===== src/rtl/sdram_init_pkg.sv =====
// Shared types for the SDRAM initialization sequencer.
// Assumes: command codes match the memory controller's 2-bit command field.
package sdram_init_pkg;

    typedef enum logic [1:0] {
        CMD_NOP = 2'd0,
        CMD_MRS = 2'd1,
        CMD_REF = 2'd2,
        CMD_PRE = 2'd3
    } sdram_cmd_e;

    typedef enum logic [1:0] {
        ST_IDLE   = 2'd0,
        ST_SETTLE = 2'd1,
        ST_GAP    = 2'd2
    } seq_state_e;

    localparam logic [7:0] MODE_BASE = 8'h40;
    localparam logic [7:0] MODE_LAT3 = 8'h20;

endpackage


===== src/rtl/sdram_mode_calc.sv =====
// Mode-register value calculation.
// Computes the value from the latency field, speed select and bus width.
// A nonzero override bypasses the calculation entirely.
// Assumes: inputs are static while a launch samples the result.
module sdram_mode_calc
    import sdram_init_pkg::*;
(
    input  logic [1:0] cas_field,
    input  logic       speed_fast,
    input  logic       bus_wide,
    input  logic [7:0] override_val,
    output logic [7:0] mode_val
);

    logic       lat3;
    logic [7:0] wide_val;

    // Decode the latency: the field code that means latency 2 depends on the speed.
    always_comb begin
        if (speed_fast) lat3 = (cas_field != 2'd0);
        else            lat3 = (cas_field != 2'd1);
    end

    // Build the 32-bit value, halve it for a 16-bit bus, then apply the override.
    always_comb begin
        wide_val = MODE_BASE | (lat3 ? MODE_LAT3 : 8'h00);
        if (override_val != 8'h00) mode_val = override_val;
        else if (bus_wide)         mode_val = wide_val;
        else                       mode_val = wide_val >> 1;
    end

endmodule


===== src/rtl/sdram_cmd_list.sv =====
// Computed initialization command list.
// Even slots hold precharge, NUM_REFRESH refreshes and mode set; odd slots hold NOP.
// Assumes: idx stays below LIST_LEN.
module sdram_cmd_list
    import sdram_init_pkg::*;
#(
    parameter int NUM_REFRESH = 8,
    parameter int LIST_LEN    = 2 * (NUM_REFRESH + 2),
    parameter int IDX_W       = $clog2(LIST_LEN)
) (
    input  logic [IDX_W-1:0] idx,
    output sdram_cmd_e       entry,
    output logic             is_last
);

    localparam logic [IDX_W-1:0] MRS_SLOT  = IDX_W'(LIST_LEN - 2);
    localparam logic [IDX_W-1:0] LAST_SLOT = IDX_W'(LIST_LEN - 1);

    // Map a slot index onto its command.
    always_comb begin
        if (idx[0])                entry = CMD_NOP;
        else if (idx == '0)        entry = CMD_PRE;
        else if (idx == MRS_SLOT)  entry = CMD_MRS;
        else                       entry = CMD_REF;
        is_last = (idx == LAST_SLOT);
    end

endmodule


===== src/rtl/sdram_wait_counter.sv =====
// Loadable down-counter for the settling and spacing waits.
// It holds at zero once reached. A load takes priority over counting.
module sdram_wait_counter #(
    parameter int CNT_W = 14
) (
    input  logic             clk,
    input  logic             rst_n,
    input  logic             load,
    input  logic [CNT_W-1:0] load_val,
    output logic             is_zero
);

    logic [CNT_W-1:0] cnt_q;

    // Load, or count down to zero and stay there.
    always_ff @(posedge clk) begin
        if (!rst_n)              cnt_q <= '0;
        else if (load)           cnt_q <= load_val;
        else if (cnt_q != '0)    cnt_q <= cnt_q - 1'b1;
    end

    assign is_zero = (cnt_q == '0);

endmodule


===== src/rtl/sdram_init_seq.sv =====
// SDRAM power-up initialization sequencer (top).
// Launches after reset release or on an idle start pulse. Each pass waits
// SETTLE_CYCLES, then issues the command list with CMD_GAP idle cycles between
// issues. It runs PASSES passes, then re-enables refresh and pulses done.
// Assumes: SETTLE_CYCLES >= 1, CMD_GAP >= 1, PASSES >= 1.
module sdram_init_seq
    import sdram_init_pkg::*;
#(
    parameter int SETTLE_CYCLES = 10000,
    parameter int CMD_GAP       = 5,
    parameter int PASSES        = 2,
    parameter int NUM_REFRESH   = 8
) (
    input  logic       clk,
    input  logic       rst_n,
    input  logic       start,
    input  logic [1:0] cfg_cas,
    input  logic       cfg_fast,
    input  logic       cfg_wide,
    input  logic [7:0] cfg_mode_ovr,
    output logic [1:0] cmd,
    output logic       cmd_valid,
    output logic [7:0] mode_data,
    output logic       refresh_enable,
    output logic       busy,
    output logic       done
);

    localparam int LIST_LEN = 2 * (NUM_REFRESH + 2);
    localparam int IDX_W    = $clog2(LIST_LEN);
    localparam int PASS_W   = (PASSES > 1) ? $clog2(PASSES) : 1;
    localparam int CNT_MAX  = (SETTLE_CYCLES - 1 > CMD_GAP) ? SETTLE_CYCLES - 1 : CMD_GAP;
    localparam int CNT_W    = $clog2(CNT_MAX + 1);
    localparam int SINCE_W  = $clog2(CMD_GAP + 1);
    localparam logic [CNT_W-1:0]  SETTLE_LOAD = CNT_W'(SETTLE_CYCLES - 1);
    localparam logic [CNT_W-1:0]  GAP_LOAD    = CNT_W'(CMD_GAP);
    localparam logic [PASS_W-1:0] LAST_PASS   = PASS_W'(PASSES - 1);

    seq_state_e        state_q;
    logic              pending_q;
    logic [IDX_W-1:0]  idx_q;
    logic              wrap_q;
    logic [PASS_W-1:0] pass_q;
    logic [7:0]        mode_q;
    sdram_cmd_e        cmd_q;
    logic              valid_q;
    logic [7:0]        mdout_q;
    logic              ref_en_q;
    logic              done_q;

    logic [7:0]        mode_calc_val;
    sdram_cmd_e        list_entry;
    logic              list_last;
    logic              wait_zero;
    logic              cnt_load;
    logic [CNT_W-1:0]  cnt_val;
    logic              kick;
    logic              do_issue;
    logic              do_next_pass;
    logic              do_finish;

    sdram_mode_calc u_mode (
        .cas_field    (cfg_cas),
        .speed_fast   (cfg_fast),
        .bus_wide     (cfg_wide),
        .override_val (cfg_mode_ovr),
        .mode_val     (mode_calc_val)
    );

    sdram_cmd_list #(
        .NUM_REFRESH (NUM_REFRESH),
        .LIST_LEN    (LIST_LEN),
        .IDX_W       (IDX_W)
    ) u_list (
        .idx     (idx_q),
        .entry   (list_entry),
        .is_last (list_last)
    );

    sdram_wait_counter #(
        .CNT_W (CNT_W)
    ) u_wait (
        .clk      (clk),
        .rst_n    (rst_n),
        .load     (cnt_load),
        .load_val (cnt_val),
        .is_zero  (wait_zero)
    );

    // Decide this cycle's action: issue, start another pass, or finish.
    always_comb begin
        kick         = pending_q | start;
        do_issue     = 1'b0;
        do_next_pass = 1'b0;
        do_finish    = 1'b0;
        if (wait_zero) begin
            if (state_q == ST_SETTLE) begin
                do_issue = 1'b1;
            end else if (state_q == ST_GAP) begin
                if (!wrap_q)                  do_issue     = 1'b1;
                else if (pass_q == LAST_PASS) do_finish    = 1'b1;
                else                          do_next_pass = 1'b1;
            end
        end
        cnt_load = ((state_q == ST_IDLE) && kick) | do_issue | do_next_pass;
        cnt_val  = do_issue ? GAP_LOAD : SETTLE_LOAD;
    end

    // Sequencer state, list position, pass count and registered outputs.
    always_ff @(posedge clk) begin
        if (!rst_n) begin
            state_q   <= ST_IDLE;
            pending_q <= 1'b1;
            idx_q     <= '0;
            wrap_q    <= 1'b0;
            pass_q    <= '0;
            mode_q    <= 8'h00;
            cmd_q     <= CMD_NOP;
            valid_q   <= 1'b0;
            mdout_q   <= 8'h00;
            ref_en_q  <= 1'b0;
            done_q    <= 1'b0;
        end else begin
            valid_q <= 1'b0;
            cmd_q   <= CMD_NOP;
            mdout_q <= 8'h00;
            done_q  <= 1'b0;
            if (state_q == ST_IDLE && kick) begin
                pending_q <= 1'b0;
                state_q   <= ST_SETTLE;
                idx_q     <= '0;
                wrap_q    <= 1'b0;
                pass_q    <= '0;
                ref_en_q  <= 1'b0;
                mode_q    <= mode_calc_val;
            end
            if (do_issue) begin
                state_q <= ST_GAP;
                valid_q <= 1'b1;
                cmd_q   <= list_entry;
                mdout_q <= (list_entry == CMD_MRS) ? mode_q : 8'h00;
                wrap_q  <= list_last;
                idx_q   <= list_last ? '0 : idx_q + 1'b1;
            end
            if (do_next_pass) begin
                state_q <= ST_SETTLE;
                wrap_q  <= 1'b0;
                pass_q  <= pass_q + 1'b1;
            end
            if (do_finish) begin
                state_q  <= ST_IDLE;
                ref_en_q <= 1'b1;
                done_q   <= 1'b1;
            end
        end
    end

    assign cmd            = cmd_q;
    assign cmd_valid      = valid_q;
    assign mode_data      = mdout_q;
    assign refresh_enable = ref_en_q;
    assign busy           = (state_q != ST_IDLE);
    assign done           = done_q;

    // Count the idle cycles since the last issue, saturating at CMD_GAP.
    logic [SINCE_W-1:0] since_q;
    always_ff @(posedge clk) begin
        if (!rst_n)                          since_q <= SINCE_W'(CMD_GAP);
        else if (valid_q)                    since_q <= '0;
        else if (since_q != SINCE_W'(CMD_GAP)) since_q <= since_q + 1'b1;
    end

    assert_issue_spacing_R5: assert property (@(posedge clk) disable iff (!rst_n)
        cmd_valid |-> (since_q == SINCE_W'(CMD_GAP)));

    assert_valid_inside_busy_R2: assert property (@(posedge clk) disable iff (!rst_n)
        cmd_valid |-> busy);

    assert_refresh_held_off_R6: assert property (@(posedge clk) disable iff (!rst_n)
        busy |-> !refresh_enable);

    assert_done_closes_run_R11: assert property (@(posedge clk) disable iff (!rst_n)
        done |-> (refresh_enable && !busy && $past(busy)));

    assert_done_single_R11: assert property (@(posedge clk) disable iff (!rst_n)
        done |=> !done);

    assert_mode_only_with_mrs_R10: assert property (@(posedge clk) disable iff (!rst_n)
        (mode_data != 8'h00) |-> (cmd_valid && cmd == CMD_MRS));

    assert_mode_range_R7: assert property (@(posedge clk) disable iff (!rst_n)
        (cfg_mode_ovr == 8'h00) |-> (mode_calc_val inside {8'h20, 8'h30, 8'h40, 8'h60}));

endmodule


===== config.mk =====
export PLATFORM = sky130hd
export DESIGN_NAME = sdram_init_seq
export DESIGN_NICKNAME = d
export VERILOG_FILES = /design/src/rtl/sdram_init_pkg.sv /design/src/rtl/sdram_mode_calc.sv /design/src/rtl/sdram_cmd_list.sv /design/src/rtl/sdram_wait_counter.sv /design/src/rtl/sdram_init_seq.sv
export SDC_FILE = /design/constraint.sdc
export NUM_CORES = 1
export LEC_CHECK = 0
export ABC_AREA = 1
export CORE_ASPECT_RATIO = 0.6
export CORE_MARGIN = 2
export CORE_UTILIZATION = 40
export CTS_BUF_LIST = sky130_fd_sc_hd__clkbuf_4 sky130_fd_sc_hd__clkbuf_8
export DETAILED_ROUTE_END_ITERATION = 16
export PLACE_DENSITY = 0.71
export SYNTH_ARGS = -nofsm -noshare
export SYNTH_HDL_FRONTEND = slang
export SYNTH_SLANG_ARGS = --single-unit
export TNS_END_PERCENT = 30

===== constraint.sdc =====
create_clock -name clk -period 1.6 [get_ports clk]
set_clock_uncertainty 0.2 [all_clocks]
set_input_delay 0.32 -clock clk [delete_from_list [all_inputs] [get_ports clk]]
set_output_delay 0.32 -clock clk [all_outputs]
set_load 0.05 [all_outputs]

Word level (Yosys, flattened, before mapping)
Cells that the tools add are included.

storage, ports and cells
  output and inout port bits = 14
  register bits after elaboration = 45
  word-level logic and storage cells = 80

cells by class
  reductions and logical operators = 18
  equality and inequality tests = 6
  $add $sub $neg = 3
  bitwise gates (word level) = 4
  multiplexer cells = 36

operator list
  cell                     number
  $mux W14                 3
  $mux W1                  22
  $mux W8                  2
  $mux W5                  3
  $logic_not A14 Y1        1
  $reduce_bool A14 Y1      1
  $sub A14 B1 Y14 const B  1
  $reduce_bool A2 Y1       6
  $eq A5 B5 Y1 const B     2
  $mux W2                  5
  $reduce_bool A8 Y1       1
  $mux W6                  1
  $add A5 B1 Y5 const B    1
  $logic_not A5 Y1         1
  $eq A2 B1 Y1 const B     2
  $reduce_or A2 Y1         2
  $or A1 B1 Y1             3
  $reduce_and A3 Y1        1
  $reduce_bool A3 Y1       1
  $reduce_or A3 Y1         1
  $eq A2 B2 Y1 const B     1
  $logic_not A2 Y1         1
  $ne A2 B1 Y1 const B     1
  $reduce_and A2 Y1        1
  3 further kinds          3

Logic depth before layout (Yosys ltp)
Gate-level depths: netlist of run 1.

  word-level depth = 7
  mapped depth = 11

Hierarchy
From an unflattened synthesis of run 1, not the netlist that was laid out.

second synthesis, totals
  cells, all modules = 340
  area, all modules = 2,316.0 µm²

modules (own cells, without submodules)
  module              cells each  times used  area an instance (µm²)
  sdram_init_seq      146         1           1,173.6
  sdram_wait_counter  156         1           987.2
  sdram_mode_calc     27          1           105.1
  sdram_cmd_list      11          1           50.0

Worst setup path before layout of run 1
OpenSTA, ideal clock, no wires.

  path kind = register to register
  from = register u_wait.cnt_q[0]
  to = register u_wait.cnt_q[13]
  arrival time = 1.418 ns
  required time = 1.286 ns
  stages on the path, launching flop included = 11
  clock period less this slack = 1.731 ns
  setup slack = -0.131 ns
  setup time = 0.114 ns
  cells stage by stage = dfxtp_1 > inv_1 > ha_1 > nand2_2 > nor2_8 > nand3_4 > buf_6 > nand3_1 > nor2_1 > nor2_1 > nor2_1

between the ends
  longest elaborated chain between the ends = 5
  elaborated cells between the ends (all ways) = 11
  classes of those cells = add/sub: 1; mux: 5; bitwise: 2; reduce/logical: 3

RTL lines
  what                                                     line                      text
  start, declared                                          sdram_wait_counter.sv:13  logic [CNT_W-1:0] cnt_q;
  start signal, assigned                                   sdram_wait_counter.sv:18  else if (load) cnt_q <= load_val;
  start signal, assigned                                   sdram_wait_counter.sv:19  else if (cnt_q != '0) cnt_q <= cnt_q - 1'b1;
  branches (longest 5 deep; another with $sub A14 B1 Y14)  -

Several ways; the timed one is not identified. The select of a mux whose other input is x is not followed.
A chain may end at the register's enable or synchronous reset.

Worst setup path after layout of run 1
  from = register u_wait.cnt_q[0]
  to = register u_wait.cnt_q[9]

Same word-level chain as after synthesis.

==> tab_implementation.tex, run 1 <==
\begin{tabular}{lr}
\hline
Metric & Value \\
\hline
\multicolumn{2}{l}{\textbf{Status}} \\
Outcome & complete, but fails checks \\
Failing checks & negative setup slack \\
\multicolumn{2}{l}{\textbf{Yosys}} \\
Post-synthesis area per instance & 7.63 um\^{}2 \\
Netlist Area Pre-Place & 0.00207 mm\^{}2 \\
Area share of the largest cell type after synthesis & 0.436 \\
Top post-synthesis cells by area & sky130\_fd\_sc\_hd\_\_dfxtp\_1 (44\%), sky130\_fd\_sc\_hd\_\_nor2\_1 (9.6\%), sky130\_fd\_sc\_hd\_\_nand2\_1 (6.9\%), sky130\_fd\_sc\_hd\_\_inv\_1 (5.4\%), sky130\_fd\_sc\_hd\_\_a21oi\_1 (4.4\%) \\
Largest area contributor in the synthesized netlist & sky130\_fd\_sc\_hd\_\_dfxtp\_1 \\
Synth cell count leaders & sky130\_fd\_sc\_hd\_\_nor2\_1 (53), sky130\_fd\_sc\_hd\_\_dfxtp\_1 (45), sky130\_fd\_sc\_hd\_\_nand2\_1 (38) \\
Distinct cell type count after synthesis & 34 \\
Async SR Flop Fraction & 0 \\
Leading register cell type out of synthesis & sky130\_fd\_sc\_hd\_\_dfxtp\_1 \\
Cell with the most instances after synthesis & sky130\_fd\_sc\_hd\_\_nor2\_1 \\
Synthesized flop and latch total & 45 \\
Net Count, Synth & 290 \\
Sequential cell area fraction in the yosys report & 0.436 \\
Number of warnings printed during yosys synthesis & 0 \\
Post-synth EDFFs & 0 \\
Cells after synthesis & 271 \\
\multicolumn{2}{l}{\textbf{Setup path}} \\
Worst path top cell family by delay & simple AND/OR/NAND/NOR gates \\
Signal arrival time at the worst endpoint & 1740 ps \\
CP Cell Sequence & inv\_2 > ha\_4 > nand2\_4 > nor2\_8 > nand2\_2 > inv\_2 > nand4\_2 > nand2\_1 > nor2\_1 \\
Maximum fanout encountered on the critical timing path & 5 \\
Buf+Inv Stages, Crit Path & 2 \\
Classification of the worst setup path & reg -> reg \\
Sort of element at the end of the critical path & flip-flop \\
Cell seen most often among critical-path stages & sky130\_fd\_sc\_hd\_\_inv\_2 \\
Biggest cell delay along the critical path & 310 ps \\
Sort of element at the start of the critical path & flip-flop \\
Slowest CP cell & sky130\_fd\_sc\_hd\_\_dfxtp\_1 \\
Required time of the critical path & 1590 ps \\
\multicolumn{2}{l}{\textbf{STA}} \\
Period utilization & 1.10 \\
Peak Freq & 570 MHz \\
Number of hold-slack violations in the final timing report & 0 \\
Unrepaired setup endpoints after global routing & true \\
Worst slew margin relative to its limit & 0.797 \\
Worst-Margin Slew & 303 ps \\
Crit path setup slack, layout & -154 ps \\
Time the worst path needs with I/O delays and setup & 1750 ps \\
Final count of pins violating max slew & 0 \\
Setup Viol. Count Final & 31 \\
\multicolumn{2}{l}{\textbf{Clock network}} \\
CTS tree & built \\
Clock Path Buffers & 2 \\
Inserted Clock Buffers & 5 \\
\# hold bufs at CTS & 0 \\
Clock Pin Slew Worst Setup and Hold Paths & 80 ps \\
Clock H-tree levels & 2 \\
Clock tree root driver cell & sky130\_fd\_sc\_hd\_\_clkbuf\_8 \\
Clock sink count & 45 \\
Worst-skew pair later-pin latency & 290 ps \\
\multicolumn{2}{l}{\textbf{Detailed routing}} \\
Total Wirelength & 5.15 mm \\
Vias after detailed routing & 2,035 \\
Vias per cell & 4.80 \\
First-iteration detailed-routing DRC count & 61 \\
DRC violations left & 0 \\
Post-detailed-route wirelength per cell & 12.1 um \\
Iteration count of the initial detailed-routing pass & 4 \\
Antenna Violating Nets Remaining & 0 \\
\multicolumn{2}{l}{\textbf{Place}} \\
Buffers on Ports & 28 \\
Post-placement worst setup slack & -210 ps \\
Dpl hpwl & 3.74 mm \\
GPL Wtd Cong & 0.835 \\
\multicolumn{2}{l}{\textbf{GRT}} \\
Number of global-route vias before repair & 1,822 \\
Global-route wire length before repair & 8.48 mm \\
Initial antenna violation count & 0 \\
Global-route usage over all layers & 0.186 \\
GRT Residual Overflow & 0 \\
Pin count of the biggest net entering global routing & 17 \\
\multicolumn{2}{l}{\textbf{Layout}} \\
Total number of nets in the final design & 376 \\
Final core utilization & 0.625 \\
Share of post-route cells with drive strength above 1 & 0.327 \\
Fill cell count & 404 \\
Antenna Diode Count & 0 \\
Synth-to-Final Area Change & 52.0\% \\
\multicolumn{2}{l}{\textbf{Die}} \\
Die Outline Area & 0.00578 mm\^{}2 \\
Area of the core & 0.00503 mm\^{}2 \\
Initial core utilization & 0.411 \\
Die H & 59.7 um \\
Number of primary I/O pins & 29 \\
Width of the die & 96.8 um \\
Number of placement rows & 20 \\
\multicolumn{2}{l}{\textbf{Power}} \\
Total power density per cell area & 874 mW/mm\^{}2 \\
Maximum vdd drop & 0.426 mV \\
Static Leak & 1.37 nW \\
\multicolumn{2}{l}{\textbf{Flow run}} \\
Maximum capacitance violations & 0 \\
\multicolumn{2}{l}{\textbf{Hold path}} \\
Worst min-delay path class & reg -> reg \\
\hline
\end{tabular}
==> tightest hold or removal path, cell delays in order, from the launching register on <==
cell and delay, ps:
sky130_fd_sc_hd__dfxtp_1 320, sky130_fd_sc_hd__inv_1 40, sky130_fd_sc_hd__nor2_1 30
==> cells in the final DEF (no fill, tap or decap), types with 5 or more instances in the layout <==
| cell | count |
|---|---|
| sky130_fd_sc_hd__inv_2 | 5 |
| sky130_fd_sc_hd__nor2_1 | 45 |
| sky130_fd_sc_hd__nor2_2 | 10 |
| sky130_fd_sc_hd__clkdlybuf4s50_1 | 14 |
| sky130_fd_sc_hd__nand2_1 | 37 |
| sky130_fd_sc_hd__a21oi_1 | 17 |
| sky130_fd_sc_hd__inv_1 | 28 |
| sky130_fd_sc_hd__o21ai_0 | 9 |
| sky130_fd_sc_hd__nand3_1 | 17 |
| sky130_fd_sc_hd__xor2_1 | 8 |
| sky130_fd_sc_hd__clkbuf_8 | 6 |
| sky130_fd_sc_hd__buf_12 | 14 |
| sky130_fd_sc_hd__buf_4 | 52 |
| sky130_fd_sc_hd__dfxtp_1 | 43 |
==> layer usage <==
metal	routed length, um	GRT usage	share of wire	vias up
met5	0	0	0	-
met4	70	0.0644	0.014	0
met3	266	0.0363	0.052	7
met2	2190	0.286	0.43	40
met1	2620	0.266	0.51	941
li1	-	-	-	1047
==> power breakdown <==
part	total [mW]	switching (mW)	leakage [nW]	internal, mW
logic	0.787	0.415	0.947	0.372
registers	1.23	0.0375	0.369	1.19
clock network	0.733	0.383	0.0512	0.350
==> kinds of logic (layout without fill, tap and decap cells) <==
family	after synthesis	after routing	share of synthesized area
AOI/OAI and AO/OA	40	40	0.108
xor gates and xnor gates	8	8	0.0339
adders and majority gates	4	4	0.0242
buffers and inverters	38	124	0.0744
DFF	45	45	0.436
and+or+nand+nor	136	137	0.324
==> final timing paths <==
check                                     from                            to  slack, ps  cells past startpoint
setup / recovery  u_wait.cnt_q[0]$_SDFFE_PN0P_  u_wait.cnt_q[9]$_SDFFE_PN0P_       -150                      9
setup reg to reg  u_wait.cnt_q[0]$_SDFFE_PN0P_  u_wait.cnt_q[9]$_SDFFE_PN0P_       -150                      9
hold reg to reg         mode_q[5]$_SDFFE_PN0P_       mode_data[5]$_SDFF_PN0_        230                      2
hold / removal          mode_q[5]$_SDFFE_PN0P_       mode_data[5]$_SDFF_PN0_        230                      2
==> layout make-up <==
class | instances | area (um^2) | area share
clock inverters | 2 | 13.8 | 0.00438
clock buffers | 6 | 82.6 | 0.0263
flip-flops and latches | 45 | 903 | 0.287
repair buffers | 83 | 845 | 0.269
inverters | 33 | 124 | 0.0394
multi-input cells | 189 | 1090 | 0.348
well taps | 66 | 82.6 | 0.0263
==> registers in the layout, summed over array words and instances, names as in the netlist <==
name	count
cmd	2
cmd_valid	1
done	1
idx_q	5
mode_data	8
mode_q	8
pass_q	1
pending_q	1
refresh_enable	1
state_q	2
u_wait.cnt_q	14
wrap_q	1
==> stage by stage <==
| stage | instance area, um^2 | hold WS, ps | power (mW) | TNS, ps | std cells |
|---|---|---|---|---|---|
| 3_3_place_gp | 2900 | 218 | 1.93 | -3810 | 406 |
| 3_5_place_dp | 2900 | 217 | 1.94 | -4240 | 406 |
| 6_report | 3140 | 228 | 2.75 | -2680 | 424 |
| 5_1_grt | 3140 | 249 | 2.90 | -5440 | 424 |
| 4_1_cts | 3080 | 230 | 2.72 | -1250 | 421 |
| 2_1_floorplan | 2080 | 205 | 1.64 | 0 | 271 |
==> repair_timing <==
item / CTS / global route
endpoints found under the setup margin: 30 / 36
resized for setup: 9 / 13
pin swaps: 4 / 12
gates cloned: 1 / 0
buffers inserted: 6 / 3
Power figures use the tool's default switching activity.
==> run 2: changes to the inputs <==
--- a/config.mk
+++ b/config.mk
@@ -5,13 +5,12 @@
 export SDC_FILE = /design/constraint.sdc
 export NUM_CORES = 1
 export LEC_CHECK = 0
-export ABC_AREA = 1
 export CORE_ASPECT_RATIO = 0.6
 export CORE_MARGIN = 2
 export CORE_UTILIZATION = 40
 export CTS_BUF_LIST = sky130_fd_sc_hd__clkbuf_4 sky130_fd_sc_hd__clkbuf_8
 export DETAILED_ROUTE_END_ITERATION = 16
-export PLACE_DENSITY = 0.71
+export PLACE_DENSITY = 0.7
 export SYNTH_ARGS = -nofsm -noshare
 export SYNTH_HDL_FRONTEND = slang
 export SYNTH_SLANG_ARGS = --single-unit
==> run 2 against run 1 <==
- the flow still finishes with violations (negative setup slack)
- register-to-register slack got worse by 260 ps
- clock-buffer cell count is 1 higher
- global-route usage increased by 6.0 points
- non-clock buffer count up 11
- critical path type unchanged
- synthesized cell count is 10% lower
- sequential cell count unchanged
- routed wire length up 43%
- largest power group unchanged
- total power is 14% higher
- die area increased by 5.4%
- critical path depth fell by 3
- clock power grew 7.5%
- utilization grew 7.0 points
==> tab_implementation.tex, run 2 <==
\begin{tabular}{lr}
\hline
Metric & Value \\
\hline
\multicolumn{2}{l}{\textbf{Clock network}} \\
Worst-skew pair later-pin latency & 300 ps (about the same) \\
Clock Pin Slew Worst Setup and Hold Paths & 90 ps (about the same) \\
Clock sink count & 45 (unchanged) \\
\# hold bufs at CTS & 0 (unchanged) \\
Clock tree root driver cell & sky130\_fd\_sc\_hd\_\_clkbuf\_8 \\
CTS tree & built \\
Clock Path Buffers & 2 (unchanged) \\
Inserted Clock Buffers & 5 (unchanged) \\
Clock H-tree levels & 2 (unchanged) \\
\multicolumn{2}{l}{\textbf{Die}} \\
Initial core utilization & 0.424 (+0.0128) \\
Width of the die & 99.4 um (+2.7\%) \\
Die Outline Area & 0.00609 mm\^{}2 (+5.4\%) \\
Number of primary I/O pins & 29 (unchanged) \\
Number of placement rows & 20 (unchanged) \\
Die H & 61.3 um (+2.6\%) \\
Area of the core & 0.00515 mm\^{}2 (+2.5\%) \\
\multicolumn{2}{l}{\textbf{Yosys}} \\
Leading register cell type out of synthesis & sky130\_fd\_sc\_hd\_\_dfxtp\_1 \\
Cell with the most instances after synthesis & sky130\_fd\_sc\_hd\_\_dfxtp\_1 \\
Synth cell count leaders & sky130\_fd\_sc\_hd\_\_dfxtp\_1 (45), sky130\_fd\_sc\_hd\_\_nand2\_1 (20), sky130\_fd\_sc\_hd\_\_a21oi\_1 (17) \\
Largest area contributor in the synthesized netlist & sky130\_fd\_sc\_hd\_\_dfxtp\_1 \\
Cells after synthesis & 244 (-10\%) \\
Post-synthesis area per instance & 8.96 um\^{}2 (+17\%) \\
Number of warnings printed during yosys synthesis & 0 (unchanged) \\
Net Count, Synth & 263 (-9.3\%) \\
Distinct cell type count after synthesis & 57 (+68\%) \\
Async SR Flop Fraction & 0 (unchanged) \\
Synthesized flop and latch total & 45 (unchanged) \\
Post-synth EDFFs & 0 (unchanged) \\
Netlist Area Pre-Place & 0.00219 mm\^{}2 (+5.7\%) \\
Sequential cell area fraction in the yosys report & 0.412 (-0.0234) \\
Top post-synthesis cells by area & sky130\_fd\_sc\_hd\_\_dfxtp\_1 (41\%), sky130\_fd\_sc\_hd\_\_a21oi\_1 (3.9\%), sky130\_fd\_sc\_hd\_\_nand2\_1 (3.4\%), sky130\_fd\_sc\_hd\_\_o21ai\_0 (3.0\%), sky130\_fd\_sc\_hd\_\_and2\_1 (2.9\%) \\
Area share of the largest cell type after synthesis & 0.412 (-0.0234) \\
\multicolumn{2}{l}{\textbf{Status}} \\
Outcome & complete, but fails checks \\
Failing checks & negative setup slack \\
\multicolumn{2}{l}{\textbf{Power}} \\
Fraction of power consumed by combinational cells & 0.355 (+0.069) \\
Net Sw Power & 1.02 mW (+22\%) \\
Relative contribution of sequential cells to total power & 0.394 (-0.053) \\
Total power density per cell area & 877 mW/mm\^{}2 (+0.32\%) \\
Maximum vdd drop & 0.555 mV (+30\%) \\
Relative contribution of the clock network to total power & 0.251 (-0.016) \\
Static Leak & 1.41 nW (+2.8\%) \\
Total internal power & 2.12 mW (+11\%) \\
Switching share of power & 0.325 (+0.0215) \\
\multicolumn{2}{l}{\textbf{Layout}} \\
Share of post-route cells with drive strength above 1 & 0.446 (+0.120) \\
Fill cell count & 379 (-6.2\%) \\
Commonest non-fill, non-tap cells in the layout & sky130\_fd\_sc\_hd\_\_buf\_4 (49), sky130\_fd\_sc\_hd\_\_dfxtp\_1 (36), sky130\_fd\_sc\_hd\_\_nand2\_1 (19) \\
Top reg by flops & u\_wait.cnt\_q \\
Total number of nets in the final design & 354 (-5.9\%) \\
Post-route non-filler standard cell count & 402 (-5.2\%) \\
Finished Cell Area & 0.00358 mm\^{}2 (+14\%) \\
Antenna Diode Count & 0 (unchanged) \\
Synth-to-Final Area Change & 63.9\% \\
Number of flip-flops in the largest register & 14 (unchanged) \\
Most common cell after layout, fill and taps aside & sky130\_fd\_sc\_hd\_\_buf\_4 \\
\multicolumn{2}{l}{\textbf{STA}} \\
Time the worst path needs with I/O delays and setup & 2020 ps (+264 ps) \\
Period utilization & 1.26 (+0.165) \\
Number of hold-slack violations in the final timing report & 0 (unchanged) \\
Unrepaired setup endpoints after global routing & true \\
Worst-Margin Slew & 450 ps (+147 ps) \\
Peak Freq & 496 MHz (-13\%) \\
Setup Viol. Count Final & 41 (+32\%) \\
Worst slew margin relative to its limit & 0.700 (-0.0974) \\
Final count of pins violating max slew & 0 (unchanged) \\
Crit path setup slack, layout & -418 ps (-264 ps) \\
\multicolumn{2}{l}{\textbf{Place}} \\
Area post-placement & 0.00311 mm\^{}2 (+7.1\%) \\
Number of placed instances, taps included & 383 (-5.7\%) \\
GPL Wtd Cong & 0.911 (+9.1\%) \\
Post-placement worst setup slack & -469 ps (-259 ps) \\
Dpl hpwl & 4.73 mm (+26\%) \\
Buffers on Ports & 28 (unchanged) \\
\multicolumn{2}{l}{\textbf{Setup path}} \\
Maximum fanout encountered on the critical timing path & 7 (+2) \\
Slowest CP cell & sky130\_fd\_sc\_hd\_\_or4\_4 \\
Worst path top cell family by delay & simple AND/OR/NAND/NOR gates \\
CP Cell Sequence & or4\_4 > buf\_8 > nor4\_4 > buf\_4 > o32ai\_1 > nor3\_1 \\
Sort of element at the end of the critical path & flip-flop \\
Buf+Inv Stages, Crit Path & 2 (unchanged) \\
Signal arrival time at the worst endpoint & 2030 ps (+290 ps) \\
Required time of the critical path & 1610 ps (+20 ps) \\
Classification of the worst setup path & reg -> reg \\
Sort of element at the start of the critical path & flip-flop \\
Biggest cell delay along the critical path & 530 ps (+220 ps) \\
\multicolumn{2}{l}{\textbf{Detailed routing}} \\
Vias after detailed routing & 2,267 (+11\%) \\
Antenna Violating Nets Remaining & 0 (unchanged) \\
First-iteration detailed-routing DRC count & 145 (+140\%) \\
Vias per cell & 5.64 (+17\%) \\
Total Wirelength & 7.35 mm (+43\%) \\
Iteration count of the initial detailed-routing pass & 5 (+1) \\
Post-detailed-route wirelength per cell & 18.3 um (+51\%) \\
DRC violations left & 0 (unchanged) \\
\multicolumn{2}{l}{\textbf{GRT}} \\
Pin count of the biggest net entering global routing & 14 (-3) \\
Global-route wire length before repair & 11.4 mm (+35\%) \\
GRT Residual Overflow & 0 (unchanged) \\
Global-route usage over all layers & 0.246 (+0.0597) \\
Number of global-route vias before repair & 2,253 (+24\%) \\
Initial antenna violation count & 0 (unchanged) \\
\multicolumn{2}{l}{\textbf{Hold path}} \\
Worst min-delay path class & reg -> reg \\
\multicolumn{2}{l}{\textbf{Flow run}} \\
Maximum capacitance violations & 0 (unchanged) \\
\hline
\end{tabular}
run 2: cell types whose count changed after synthesis, moves of 6 or more:
cell	previous run	this run
sky130_fd_sc_hd__inv_1	30	12
sky130_fd_sc_hd__xor2_1	8	2
sky130_fd_sc_hd__nand3_1	18	3
sky130_fd_sc_hd__nor2_1	53	15
sky130_fd_sc_hd__and2_1	0	10
sky130_fd_sc_hd__a211oi_1	0	8
sky130_fd_sc_hd__nand2_1	38	20
run 2: cell families (layout without fill, tap and decap cells):
| kind of cell | count (synthesis) | count (layout) | synth area share |
|---|---|---|---|
| simple gates | 103 | 103 | 0.300 |
| buf+inv | 22 | 114 | 0.0424 |
| xor+xnor | 4 | 4 | 0.0160 |
| fa+ha+maj | 4 | 4 | 0.0229 |
| compound gates | 65 | 65 | 0.202 |
| flops | 45 | 45 | 0.412 |
| mux | 1 | 1 | 0.00458 |
run 2: worst paths after layout:
path,slack [ps],cells after the start,to,startpoint
setup / recovery,-420,6,u_wait.cnt_q[9]$_SDFFE_PN0P_,u_wait.cnt_q[3]$_SDFFE_PN0P_
hold / removal,250,2,mode_q[1]$_SDFFE_PN0P_,mode_q[1]$_SDFFE_PN0P_
setup reg to reg,-420,6,u_wait.cnt_q[9]$_SDFFE_PN0P_,u_wait.cnt_q[3]$_SDFFE_PN0P_
hold reg to reg,250,2,mode_q[1]$_SDFFE_PN0P_,mode_q[1]$_SDFFE_PN0P_
run 2: power groups by stage:
| stage | sequential (mW) | combinational, mW | clock, mW |
|---|---|---|---|
| after global routing | 1.25 | 1.17 | 0.838 |
| after floorplan | 1.29 | 0.456 | 0 |
| final | 1.24 | 1.12 | 0.788 |
| after global placement | 1.26 | 0.836 | 0 |
| after CTS | 1.23 | 1.02 | 0.787 |
| after detailed placement | 1.26 | 0.853 | 0 |
run 2: through the flow:
stage / setup TNS (ps) / total power, mW / hold slack [ps] / utilization
4_1_cts: -10270 / 3.04 / 255 / 0.673
5_1_grt: -14590 / 3.26 / 285 / 0.695
2_1_floorplan: -7840 / 1.74 / 224 / -
3_3_place_gp: -12220 / 2.09 / 238 / 0.602
6_report: -11480 / 3.14 / 253 / 0.695
3_5_place_dp: -13440 / 2.11 / 236 / 0.602
run 2: worst reg2reg max path, cell delays in order, from the launching register on:
cell,delay [ps]
sky130_fd_sc_hd__dfxtp_2,330
sky130_fd_sc_hd__or4_4,530
sky130_fd_sc_hd__buf_8,170
sky130_fd_sc_hd__nor4_4,300
sky130_fd_sc_hd__buf_4,180
sky130_fd_sc_hd__o32ai_1,80
sky130_fd_sc_hd__nor3_1,150
run 2: per-layer routing:
layer,global-route usage,vias up,part of all wire
met3,0.0499,13,0.072
met1,0.340,1093,0.45
met5,0,-,0
li1,-,1067,-
met2,0.381,94,0.46
met4,0.110,0,0.018
run 2: timing repair:
item | in CTS | in global routing
buffers inserted | 7 | 3
endpoints found under the setup margin | 45 | 45
gates cloned | 1 | 0
gates resized for setup | 42 | 23
pin swaps | 17 | 8
run 2: final cells by class:
| cell class | instances | area [um^2] | area share |
|---|---|---|---|
| Timing Repair Buffer | 94 | 1010 | 0.281 |
| Multi-Input combinational cell | 177 | 1430 | 0.400 |
| Clock buffer | 7 | 96.3 | 0.0269 |
| Clock inverter | 1 | 5.00 | 0.00140 |
| Inverter | 12 | 45.0 | 0.0126 |
| Tap cell | 66 | 82.6 | 0.0230 |
| Sequential cell | 45 | 912 | 0.255 |
